--- src/rtl/wdt_pkg.sv ---
package wdt_pkg;

  localparam int unsigned REG_W      = 32;
  localparam int unsigned SEL_W      = 2;
  localparam int unsigned SEL_N      = 1 << SEL_W;

  // bit positions of the control word (software decodes these)
  localparam int unsigned POS_PSEL   = 10;
  localparam int unsigned POS_EN     = 7;
  localparam int unsigned POS_IE     = 6;
  localparam int unsigned POS_ISEL   = 4;
  localparam int unsigned POS_IFLAG  = 3;
  localparam int unsigned POS_RFLAG  = 2;
  localparam int unsigned POS_RE     = 1;
  localparam int unsigned POS_RSTART = 0;

  localparam logic [SEL_W-1:0] PSEL_DEFAULT = SEL_W'(1);

  typedef enum logic [1:0] {
    ST_COUNT = 2'd0,
    ST_GRACE = 2'd1,
    ST_DONE  = 2'd2
  } wdt_stage_e;

  typedef struct packed {
    logic [SEL_W-1:0] psel;
    logic             en;
    logic             ie;
    logic [SEL_W-1:0] isel;
    logic             re;
  } wdt_cfg_t;

endpackage

--- src/rtl/wdt_prescaler.sv ---
module wdt_prescaler
  import wdt_pkg::*;
#(
  parameter int unsigned PRESC_LOG2 [SEL_N] = '{0, 8, 11, 16}
) (
  input  logic             clk,
  input  logic             rst,
  input  logic             run,
  input  logic             tick_en,
  input  logic             restart,
  input  logic [SEL_W-1:0] psel,
  output logic             presc_tick
);

  function automatic int unsigned widest();
    int unsigned m = 1;
    for (int i = 0; i < SEL_N; i++) begin
      if (PRESC_LOG2[i] > m) m = PRESC_LOG2[i];
    end
    return m;
  endfunction

  localparam int unsigned PH_W = widest();

  logic [PH_W-1:0] wrap_at [SEL_N];
  logic [PH_W-1:0] phase;

  for (genvar g = 0; g < SEL_N; g++) begin : g_wrap
    assign wrap_at[g] = PH_W'((64'(1) << PRESC_LOG2[g]) - 64'(1));
  end

  assign presc_tick = run && tick_en && !restart && (phase >= wrap_at[psel]);

  always_ff @(posedge clk) begin
    if (rst || restart) begin
      phase <= '0;
    end else if (run && tick_en) begin
      phase <= presc_tick ? '0 : phase + PH_W'(1);
    end
  end

  AST_TICK_NEEDS_REF: assert property (@(posedge clk) disable iff (rst)
    presc_tick |-> (tick_en && run)) else $error("prescaled tick without reference tick");

  AST_PHASE_RESTART: assert property (@(posedge clk) disable iff (rst)
    restart |=> (phase == '0)) else $error("restart left prescaler phase");

  AST_PHASE_FROZEN: assert property (@(posedge clk) disable iff (rst)
    (!run && !restart) |=> $stable(phase)) else $error("phase moved while paused");

endmodule

--- src/rtl/wdt_interval_cnt.sv ---
module wdt_interval_cnt
  import wdt_pkg::*;
#(
  parameter int unsigned BASE_LOG2   = 14,
  parameter int unsigned STEP_LOG2   = 2,
  parameter int unsigned DELAY_TICKS = 1024
) (
  input  logic             clk,
  input  logic             rst,
  input  logic             restart,
  input  logic             tick,
  input  logic [SEL_W-1:0] isel,
  output logic             expire,
  output logic             grace_done
);

  localparam int unsigned TOP_LOG2 = BASE_LOG2 + STEP_LOG2 * (SEL_N - 1);
  localparam int unsigned DLY_W    = $clog2(DELAY_TICKS + 1);
  localparam int unsigned CNT_W    = (TOP_LOG2 + 1 > DLY_W) ? TOP_LOG2 + 1 : DLY_W;

  logic [CNT_W-1:0] limit [SEL_N];
  logic [CNT_W-1:0] count;
  logic [CNT_W-1:0] count_inc;
  wdt_stage_e       stage;

  for (genvar g = 0; g < SEL_N; g++) begin : g_limit
    assign limit[g] = CNT_W'(64'(1) << (BASE_LOG2 + STEP_LOG2 * g));
  end

  assign count_inc  = count + CNT_W'(1);
  assign expire     = tick && !restart && (stage == ST_COUNT) && (count_inc >= limit[isel]);
  assign grace_done = tick && !restart && (stage == ST_GRACE) &&
                      (count_inc >= CNT_W'(DELAY_TICKS));

  always_ff @(posedge clk) begin
    if (rst || restart) begin
      count <= '0;
      stage <= ST_COUNT;
    end else if (tick) begin
      unique case (stage)
        ST_COUNT: begin
          if (expire) begin
            count <= '0;
            stage <= ST_GRACE;
          end else begin
            count <= count_inc;
          end
        end
        ST_GRACE: begin
          if (grace_done) begin
            count <= '0;
            stage <= ST_DONE;
          end else begin
            count <= count_inc;
          end
        end
        default: begin
          count <= count;
          stage <= ST_DONE;
        end
      endcase
    end
  end

  AST_RESTART_ZERO: assert property (@(posedge clk) disable iff (rst)
    restart |=> (count == '0 && stage == ST_COUNT)) else $error("restart did not clear count");

  AST_HOLD_NO_TICK: assert property (@(posedge clk) disable iff (rst)
    (!tick && !restart) |=> ($stable(count) && $stable(stage))) else $error("count moved without tick");

  AST_EXPIRE_ONCE: assert property (@(posedge clk) disable iff (rst)
    expire |=> !expire) else $error("timeout fired twice in a row");

  AST_GRACE_AFTER_EXPIRE: assert property (@(posedge clk) disable iff (rst)
    grace_done |-> (stage == ST_GRACE)) else $error("grace end outside grace period");

endmodule

--- src/rtl/wdt_ctrl_reg.sv ---
module wdt_ctrl_reg
  import wdt_pkg::*;
(
  input  logic             clk,
  input  logic             por_rst,
  input  logic             any_rst,
  input  logic             wr_en,
  input  logic [REG_W-1:0] wr_data,
  input  logic             expire,
  input  logic             grace_done,
  output wdt_cfg_t         cfg,
  output logic             iflag,
  output logic             restart,
  output logic             rst_req,
  output logic [REG_W-1:0] rd_data
);

  logic rflag;
  logic unused_wr_bits;

  assign unused_wr_bits = ^{wr_data[REG_W-1:POS_PSEL+SEL_W], wr_data[POS_PSEL-1:POS_EN+1]};
  assign restart = wr_en && wr_data[POS_RSTART];

  always_ff @(posedge clk) begin
    if (any_rst) begin
      cfg <= '{psel: PSEL_DEFAULT, en: 1'b0, ie: 1'b0, isel: '0, re: 1'b0};
    end else if (wr_en) begin
      cfg.psel <= wr_data[POS_PSEL +: SEL_W];
      cfg.en   <= wr_data[POS_EN];
      cfg.ie   <= wr_data[POS_IE];
      cfg.isel <= wr_data[POS_ISEL +: SEL_W];
      cfg.re   <= wr_data[POS_RE];
    end
  end

  always_ff @(posedge clk) begin
    if (any_rst) begin
      iflag <= 1'b0;
    end else if (expire) begin
      iflag <= 1'b1;
    end else if (wr_en && wr_data[POS_IFLAG]) begin
      iflag <= 1'b0;
    end
  end

  // only power-on clears the cause record
  always_ff @(posedge clk) begin
    if (por_rst) begin
      rflag <= 1'b0;
    end else if (!any_rst && grace_done && cfg.re) begin
      rflag <= 1'b1;
    end else if (!any_rst && wr_en && wr_data[POS_RFLAG]) begin
      rflag <= 1'b0;
    end
  end

  always_ff @(posedge clk) begin
    if (any_rst) begin
      rst_req <= 1'b0;
    end else begin
      rst_req <= grace_done && cfg.re;
    end
  end

  always_comb begin
    rd_data                        = '0;
    rd_data[POS_PSEL +: SEL_W]     = cfg.psel;
    rd_data[POS_EN]                = cfg.en;
    rd_data[POS_IE]                = cfg.ie;
    rd_data[POS_ISEL +: SEL_W]     = cfg.isel;
    rd_data[POS_IFLAG]             = iflag;
    rd_data[POS_RFLAG]             = rflag;
    rd_data[POS_RE]                = cfg.re;
  end

  AST_RST_ONE_CYCLE: assert property (@(posedge clk) disable iff (any_rst)
    rst_req |=> !rst_req) else $error("reset request longer than one cycle");

  AST_RST_MARKS_CAUSE: assert property (@(posedge clk) disable iff (any_rst)
    rst_req |-> rflag) else $error("reset request without cause flag");

  AST_RST_NEEDS_RE: assert property (@(posedge clk) disable iff (any_rst)
    $rose(rst_req) |-> $past(cfg.re)) else $error("reset request while disabled");

  AST_IFLAG_W1C: assert property (@(posedge clk) disable iff (any_rst)
    (wr_en && wr_data[POS_IFLAG] && !expire) |=> !iflag) else $error("flag not cleared");

  AST_CAUSE_KEPT: assert property (@(posedge clk) disable iff (por_rst)
    (any_rst && rflag) |=> rflag) else $error("watchdog reset lost cause flag");

endmodule

--- src/rtl/wdt_timer.sv ---
module wdt_timer
  import wdt_pkg::*;
#(
  parameter int unsigned PRESC_LOG2 [SEL_N] = '{0, 8, 11, 16},
  parameter int unsigned BASE_LOG2   = 14,
  parameter int unsigned STEP_LOG2   = 2,
  parameter int unsigned DELAY_TICKS = 1024
) (
  input  logic        clk,
  input  logic        rst_por_n,
  input  logic        rst_wdt_n,
  input  logic        tick_en,
  input  logic        wr_en,
  input  logic [31:0] wr_data,
  output logic [31:0] rd_data,
  output logic        irq,
  output logic        rst_req
);

  logic     por_rst;
  logic     any_rst;
  wdt_cfg_t cfg;
  logic     iflag;
  logic     restart;
  logic     presc_tick;
  logic     expire;
  logic     grace_done;

  assign por_rst = !rst_por_n;
  assign any_rst = !rst_por_n || !rst_wdt_n;

  wdt_ctrl_reg u_reg (
    .clk        (clk),
    .por_rst    (por_rst),
    .any_rst    (any_rst),
    .wr_en      (wr_en),
    .wr_data    (wr_data),
    .expire     (expire),
    .grace_done (grace_done),
    .cfg        (cfg),
    .iflag      (iflag),
    .restart    (restart),
    .rst_req    (rst_req),
    .rd_data    (rd_data)
  );

  wdt_prescaler #(
    .PRESC_LOG2 (PRESC_LOG2)
  ) u_presc (
    .clk        (clk),
    .rst        (any_rst),
    .run        (cfg.en),
    .tick_en    (tick_en),
    .restart    (restart),
    .psel       (cfg.psel),
    .presc_tick (presc_tick)
  );

  wdt_interval_cnt #(
    .BASE_LOG2   (BASE_LOG2),
    .STEP_LOG2   (STEP_LOG2),
    .DELAY_TICKS (DELAY_TICKS)
  ) u_cnt (
    .clk        (clk),
    .rst        (any_rst),
    .restart    (restart),
    .tick       (presc_tick),
    .isel       (cfg.isel),
    .expire     (expire),
    .grace_done (grace_done)
  );

  assign irq = iflag && cfg.ie;

  AST_IRQ_FOLLOWS_FLAG: assert property (@(posedge clk) disable iff (any_rst)
    irq |-> rd_data[POS_IFLAG]) else $error("interrupt without flag");

endmodule

--- config.mk ---
export PLATFORM = sky130hd
export DESIGN_NAME = wdt_timer
export DESIGN_NICKNAME = d
export VERILOG_FILES = /design/src/rtl/wdt_pkg.sv /design/src/rtl/wdt_prescaler.sv /design/src/rtl/wdt_interval_cnt.sv /design/src/rtl/wdt_ctrl_reg.sv /design/src/rtl/wdt_timer.sv
export SDC_FILE = /design/constraint.sdc
export NUM_CORES = 1
export LEC_CHECK = 0
export BUFFER_PORTS_ARGS = -buffer_cell sky130_fd_sc_hd__buf_2
export CORE_MARGIN = 2
export CORE_UTILIZATION = 59
export DETAILED_ROUTE_END_ITERATION = 6
export GPL_TIMING_DRIVEN = 0
export PLACE_DENSITY = 0.86
export SKIP_CTS_REPAIR_TIMING = 1
export SLEW_MARGIN = 20
export SYNTH_ARGS = -nofsm -noshare
export SYNTH_HDL_FRONTEND = slang
export SYNTH_SLANG_ARGS = --single-unit
--- constraint.sdc ---
create_clock -name clk -period 8.9 [get_ports clk]
set_input_delay 1.78 -clock clk [delete_from_list [all_inputs] [get_ports clk]]
set_output_delay 1.78 -clock clk [all_outputs]
set_load 0.01 [all_outputs]
==> reports/metrics.yaml, run 1 <==
antenna_found_initial: 0
drt-total-wl_um: 6849
gp_congestion: 0.9333
start_util: 0.6204
syn_inst: 388
fillers: 397
p_sw_frac: 0.2620
crit_fanout: 10
rsz0062_at_grt: "false"
htreeDepth: 2
synth.area.top_cells: "dfxtp_1 (30%), buf_4 (6.7%), ha_1 (6.6%)"
arrival_ps: 4100
synth_edf_count: 0
regArea_um2: 980.9
clock_latency_ps: 310
r2r_start: "u_cnt.count[0]"
clock-root-buffer: "clkbuf_8"
critPathRequiredTime_ps: 9150
outcome: "finished, final reports clean"
ys_warn_count: 0
firstDrtPassIters: 5
yosys_register_bits: 49
fmax_ghz: 0.2598
startpoint_type: "flop"
grt_usage: 0.2284
period_share: 0.4326
layout_common_cells: "dfxtp_1 (49), nor2_1 (44), nand2_1 (33)"
finalMaxSlewViolations: 0
final_core_util: 0.6947
cts_made_buffers: 5
setup_violations: 0
pin_count: 71
grt-ovfl-total: 0
die-width_um: 77.98
power.density_nw_per_um2: 109.2
final_area_um2: 3616
hold_viol_final: 0
hp-start: "u_reg.iflag"
syn_area_per_cell_um2: 8.323
hold_depth: 2
min_period_ps: 3850
vias: 2832
seq_area_frac_synth: 0.3038
cts_tree: "built"
grt_pass1_vias: 2607
coreArea_um2: 5205
leakage_uw: 0.001500
p_clk_frac: 0.349
wl_per_cell_um: 13.35
syn_area_um2: 3229
fin_skew_ps: 9.115
drc: 0
dp_hpwl_um: 5081
critPathCaptureType: "flop"
ys_types: 61
area_growth_pct: 11.97
p_switching_uw: 103.4
worstReg2RegEnd: "u_cnt.count[8]"
clk_pin_slew_ps: 100
synth_top_cell_by_area: "dfxtp_1"
worst_hold_slack_ps: 485.5
worstSetupPathType: "flop to flop"
placedInstanceArea_um2: 3525
hold_path_end: "u_reg.iflag"
clock_path_buffers: 2
grt_max_degree: 17
synth_top_area_share: 0.3038
p_comb_frac: 0.091
async_reset_ff_frac: 0
ys.flop_type: "dfxtp_1"
nNetsFinal: 496
place_inst: 505
final_common_cell: "dfxtp_1"
worstMarginPinSlew_ps: 764.6
io_buffers: 25
intPower_uw: 291.3
drive_above_1_share: 0.2122
r2r_slack_ps: 5050
dieHeight_um: 77.98
seq_power_share: 0.561
stdcell_count: 513
via_per_inst: 5.520
diodes: 0
postRouteAntennaNets: 0
dr.first_iter.drc_count: 167
worst_hold_path_type: "flop to flop"
slew_headroom: 0.4902
reg2reg_depth: 14
cts.sinks: 49
drv_cap: 0
fin_tns_setup_ps: 0
die_area_um2: 6081
std_cell_rows: 26
vdd_drop_max_mv: 0.09413
multi_input_area_um2: 2014
grt_pass1_wl_um: 11490
[power by group through the flow]
stage          clock network, µW  registers (µW)  logic, µW
6_report                     138             221       35.7
5_1_grt                      147             222       39.2
4_1_cts                      138             221       35.3
3_5_place_dp                   0             226       35.3
3_3_place_gp                   0             226       34.5
2_1_floorplan                  0             227       26.4
[critical path, cell delays in order, from the launching register on]
cell and delay, ps:
dfxtp_1 510, ha_1 290, nand3_1 200, nor3_1 530, and3_1 290, xnor2_1 140
inv_1 110, ha_1 340, o2111a_1 160, o31ai_2 260, o32ai_2 150, o31ai_4 430
o21ai_4 100, buf_6 200, nor2_2 90
[cell families (layout without fill, tap and decap cells)]
| group | after synthesis | in the layout | synth area share |
|---|---|---|---|
| buf+inv | 50 | 83 | 0.09803 |
| flops | 49 | 49 | 0.3038 |
| other cells | 1 | 23 | 0.001161 |
| compound gates | 49 | 49 | 0.1170 |
| xor+xnor | 35 | 35 | 0.09493 |
| mux | 9 | 9 | 0.02790 |
| fa+ha+maj | 17 | 17 | 0.06586 |
| simple gates | 178 | 178 | 0.2914 |
[per-stage QoR]
step                      total power, µW  worst slack, ps
final                               394.7             5050
after global routing                407.4             4752
after CTS                           394.9             5111
after detailed placement            261.7             5080
after global placement              260.8             5089
after floorplan                     253.0             5429
[how the worst max path moves through the flow]
stage	cells after the start	endpoint	slack, ps	from
final	14	u_cnt.count[8]	5050	u_cnt.count[0]
after detailed placement	12	u_cnt.count[15]	5080	tick_en
after global routing	14	u_cnt.stage[0]	4750	u_cnt.count[0]
after CTS	14	u_cnt.count[8]	5110	u_cnt.count[0]
after global placement	12	u_cnt.count[17]	5090	tick_en
after floorplan	11	u_cnt.count[17]	5430	tick_en
[layout make-up]
| type | instances | share of cell area |
|---|---|---|
| clock buffers | 5 | 0.01903 |
| well taps | 70 | 0.02422 |
| repair buffers | 25 | 0.03460 |
| clock inverters | 3 | 0.006228 |
| flip-flops and latches | 49 | 0.2713 |
| plain buffers | 42 | 0.07924 |
| inverters | 8 | 0.008304 |
| multi-input cells | 311 | 0.5571 |
[cell usage after synthesis, types with 4 or more instances]
| master | instances |
|---|---|
| and3_1 | 13 |
| and2_1 | 4 |
| ha_1 | 17 |
| and4_1 | 4 |
| a21oi_1 | 13 |
| buf_4 | 29 |
| xnor2_1 | 21 |
| mux2i_1 | 9 |
| nor2_2 | 11 |
| nand3_1 | 23 |
| dfxtp_1 | 49 |
| nor2_1 | 44 |
| xor2_1 | 14 |
| nor3_1 | 11 |
| clkbuf_1 | 7 |
| nand4_1 | 10 |
| inv_1 | 8 |
| nor4_1 | 5 |
| buf_2 | 4 |
| o21ai_0 | 6 |
| nand2_1 | 33 |
[sequential cells by signal (all words and copies together) (netlist names)]
name,flops
u_presc.phase,16
u_reg.rst_req,1
u_cnt.count,21
u_reg.cfg,7
u_reg.iflag,1
u_cnt.stage,2
u_reg.rflag,1
[routing by layer]
metal  vias up  track usage  wire, µm
met5         -            0         0
met4         0      0.06316        89
met3        12      0.03837       427
met2       108       0.3845      3180
met1      1282       0.3023      3152
li1       1430            -         -
Power figures use the tool's default switching activity.
==> run 2, diff against run 1 <==
Settings changed: CORE_UTILIZATION 59 to 50, PLACE_DENSITY 0.86 to 0.77.
Clock period 8.9 ns to 3.5 ns, I/O delays scaled along.
==> run 2 against run 1 <==
  * Power grew to 2.8 times the previous value
  * Worst hold slack lost 9.8 ps
  * Wire length grew 4.5%
  * Clock power grew to 3.1 times the previous value
  * Critical path type unchanged
  * Setup slack lost 5000 ps
  * Clock skew is essentially flat
  * Count of clock-buffer cells in the layout grew 1
  * Core utilization shrank 8.8 points
==> reports/metrics.yaml, run 2 (synthesis results as in run 1) <==
clock-root-buffer: "clkbuf_8"
fillers: 575
vdd_drop_max_mv: 0.2369
reg.largest.list: "u_cnt.count (21), u_presc.phase (16), u_reg.cfg (7)"
largest_reg_flops: 21
place_inst: 512
dr_wl_met2_um: 3513
start_util: 0.5115
antenna_found_initial: 0
pin_count: 71
vias: 2858
startpoint_type: "flop"
io_buffers: 25
drive_above_1_share: 0.2511
die-width_um: 84.37
leakage_uw: 0.001599
period_share: 0.9722
gp_congestion: 0.8703
firstDrtPassIters: 4
via_per_inst: 5.382
worstMarginPinSlew_ps: 822.1
grt-ovfl-total: 0
postRouteAntennaNets: 0
met3WireLength_um: 371
outcome: "finished, final reports clean"
cts_tree: "built"
drv_cap: 0
clk_pin_slew_ps: 100
largest_register: "u_cnt.count"
fmax_ghz: 0.2939
htreeDepth: 2
die_area_um2: 7117
std_cell_rows: 29
wl_met1_um: 3177
clock_path_buffers: 2
coreArea_um2: 6314
nNetsFinal: 507
hold_viol_final: 0
worst_hold_path_type: "flop to flop"
slew_headroom: 0.4519
setup_slack_ps: 97.14
critPathCaptureType: "flop"
cts_made_buffers: 5
finalMaxSlewViolations: 0
drt-total-wl_um: 7160
wl_per_cell_um: 13.48
crit_fanout: 6
dr.first_iter.drc_count: 172
min_period_ps: 3403
grt_pass1_wl_um: 11480
setup_violations: 0
diodes: 0
worst_hold_slack_ps: 475.7
grt_usage: 0.1899
clock_latency_ps: 300
fin_skew_ps: 9.255
worstSetupPathType: "flop to flop"
final_area_um2: 3831
grt_pass1_vias: 2511
critPathRequiredTime_ps: 3690
cts.sinks: 49
final_core_util: 0.6068
pre_cts_ws_ps: -347.3
area_growth_pct: 18.64
top_layer_used: "met4"
layout_common_cells: "dfxtp_1 (47), nor2_1 (44), buf_4 (39)"
stdcell_count: 531
power.density_nw_per_um2: 283.7
grt_max_degree: 16
dp_hpwl_um: 5197
arrival_ps: 3600
placedInstanceArea_um2: 3533
drc: 0
final_common_cell: "dfxtp_1"
dieHeight_um: 84.37
==> run 2: cell count changes in the layout (fill, tap and decap cells not counted), sizes merged <==
cell / before / now
clkbuf: 12 / 14
buf: 60 / 70
bufinv: 0 / 1
clkinvlp: 3 / 1
==> run 2: cell type report <==
class / count / area, µm² / area share
sequential: 49 / 988.4 / 0.2580
inverter: 8 / 30.03 / 0.007838
clock inverter: 2 / 37.54 / 0.009798
tap: 77 / 96.34 / 0.02515
multi-input combinational: 311 / 2081 / 0.5431
clock buffer: 6 / 82.58 / 0.02155
timing repair buffer: 36 / 225.2 / 0.05879
buffer: 42 / 290.3 / 0.07577
==> run 2: layer usage <==
layer / track usage / vias to the layer above
met5: 0 / -
met4: 0.03752 / 0
met3: 0.03048 / 9
met2: 0.3333 / 86
met1: 0.2482 / 1302
li1: - / 1461
==> run 2: worst max-delay path, cell delays in order, from the launching register on <==
cell and delay, ps:
dfxtp_4 400, ha_4 170, nand3_4 110, nor3_4 290, and3_4 240, xnor2_1 150
inv_2 90, ha_4 280, nand2_1 90, nor2_1 130, o211ai_1 120, o32ai_2 320
buf_4 180, o31ai_4 50, buf_4 170, o21ai_4 260, clkbuf_16 210, nor2_2 40
==> run 2: where the power goes <==
part | internal, µW | leakage, µW | switching, µW
clock | 233 | 0.0000574 | 196
sequential | 558 | 0.000397 | 2.93
combinational | 45.2 | 0.00114 | 52.4
==> run 2: final timing paths <==
| check | cells past startpoint | slack (ps) | startpoint | end |
|---|---|---|---|---|
| max | 17 | 100 | u_cnt.count[0] | u_cnt.count[5] |
| min | 2 | 480 | u_reg.iflag | u_reg.iflag |
| max reg2reg | 17 | 100 | u_cnt.count[0] | u_cnt.count[5] |
| min reg2reg | 2 | 480 | u_reg.iflag | u_reg.iflag |
==> run 2: metrics by stage <==
step,TNS (ps),total power (µW)
after floorplan,0,643.3
after global placement,-3089,663.9
after detailed placement,-6018,665.5
after CTS,-6520,1090
after global routing,-290.1,1119
final,0,1087
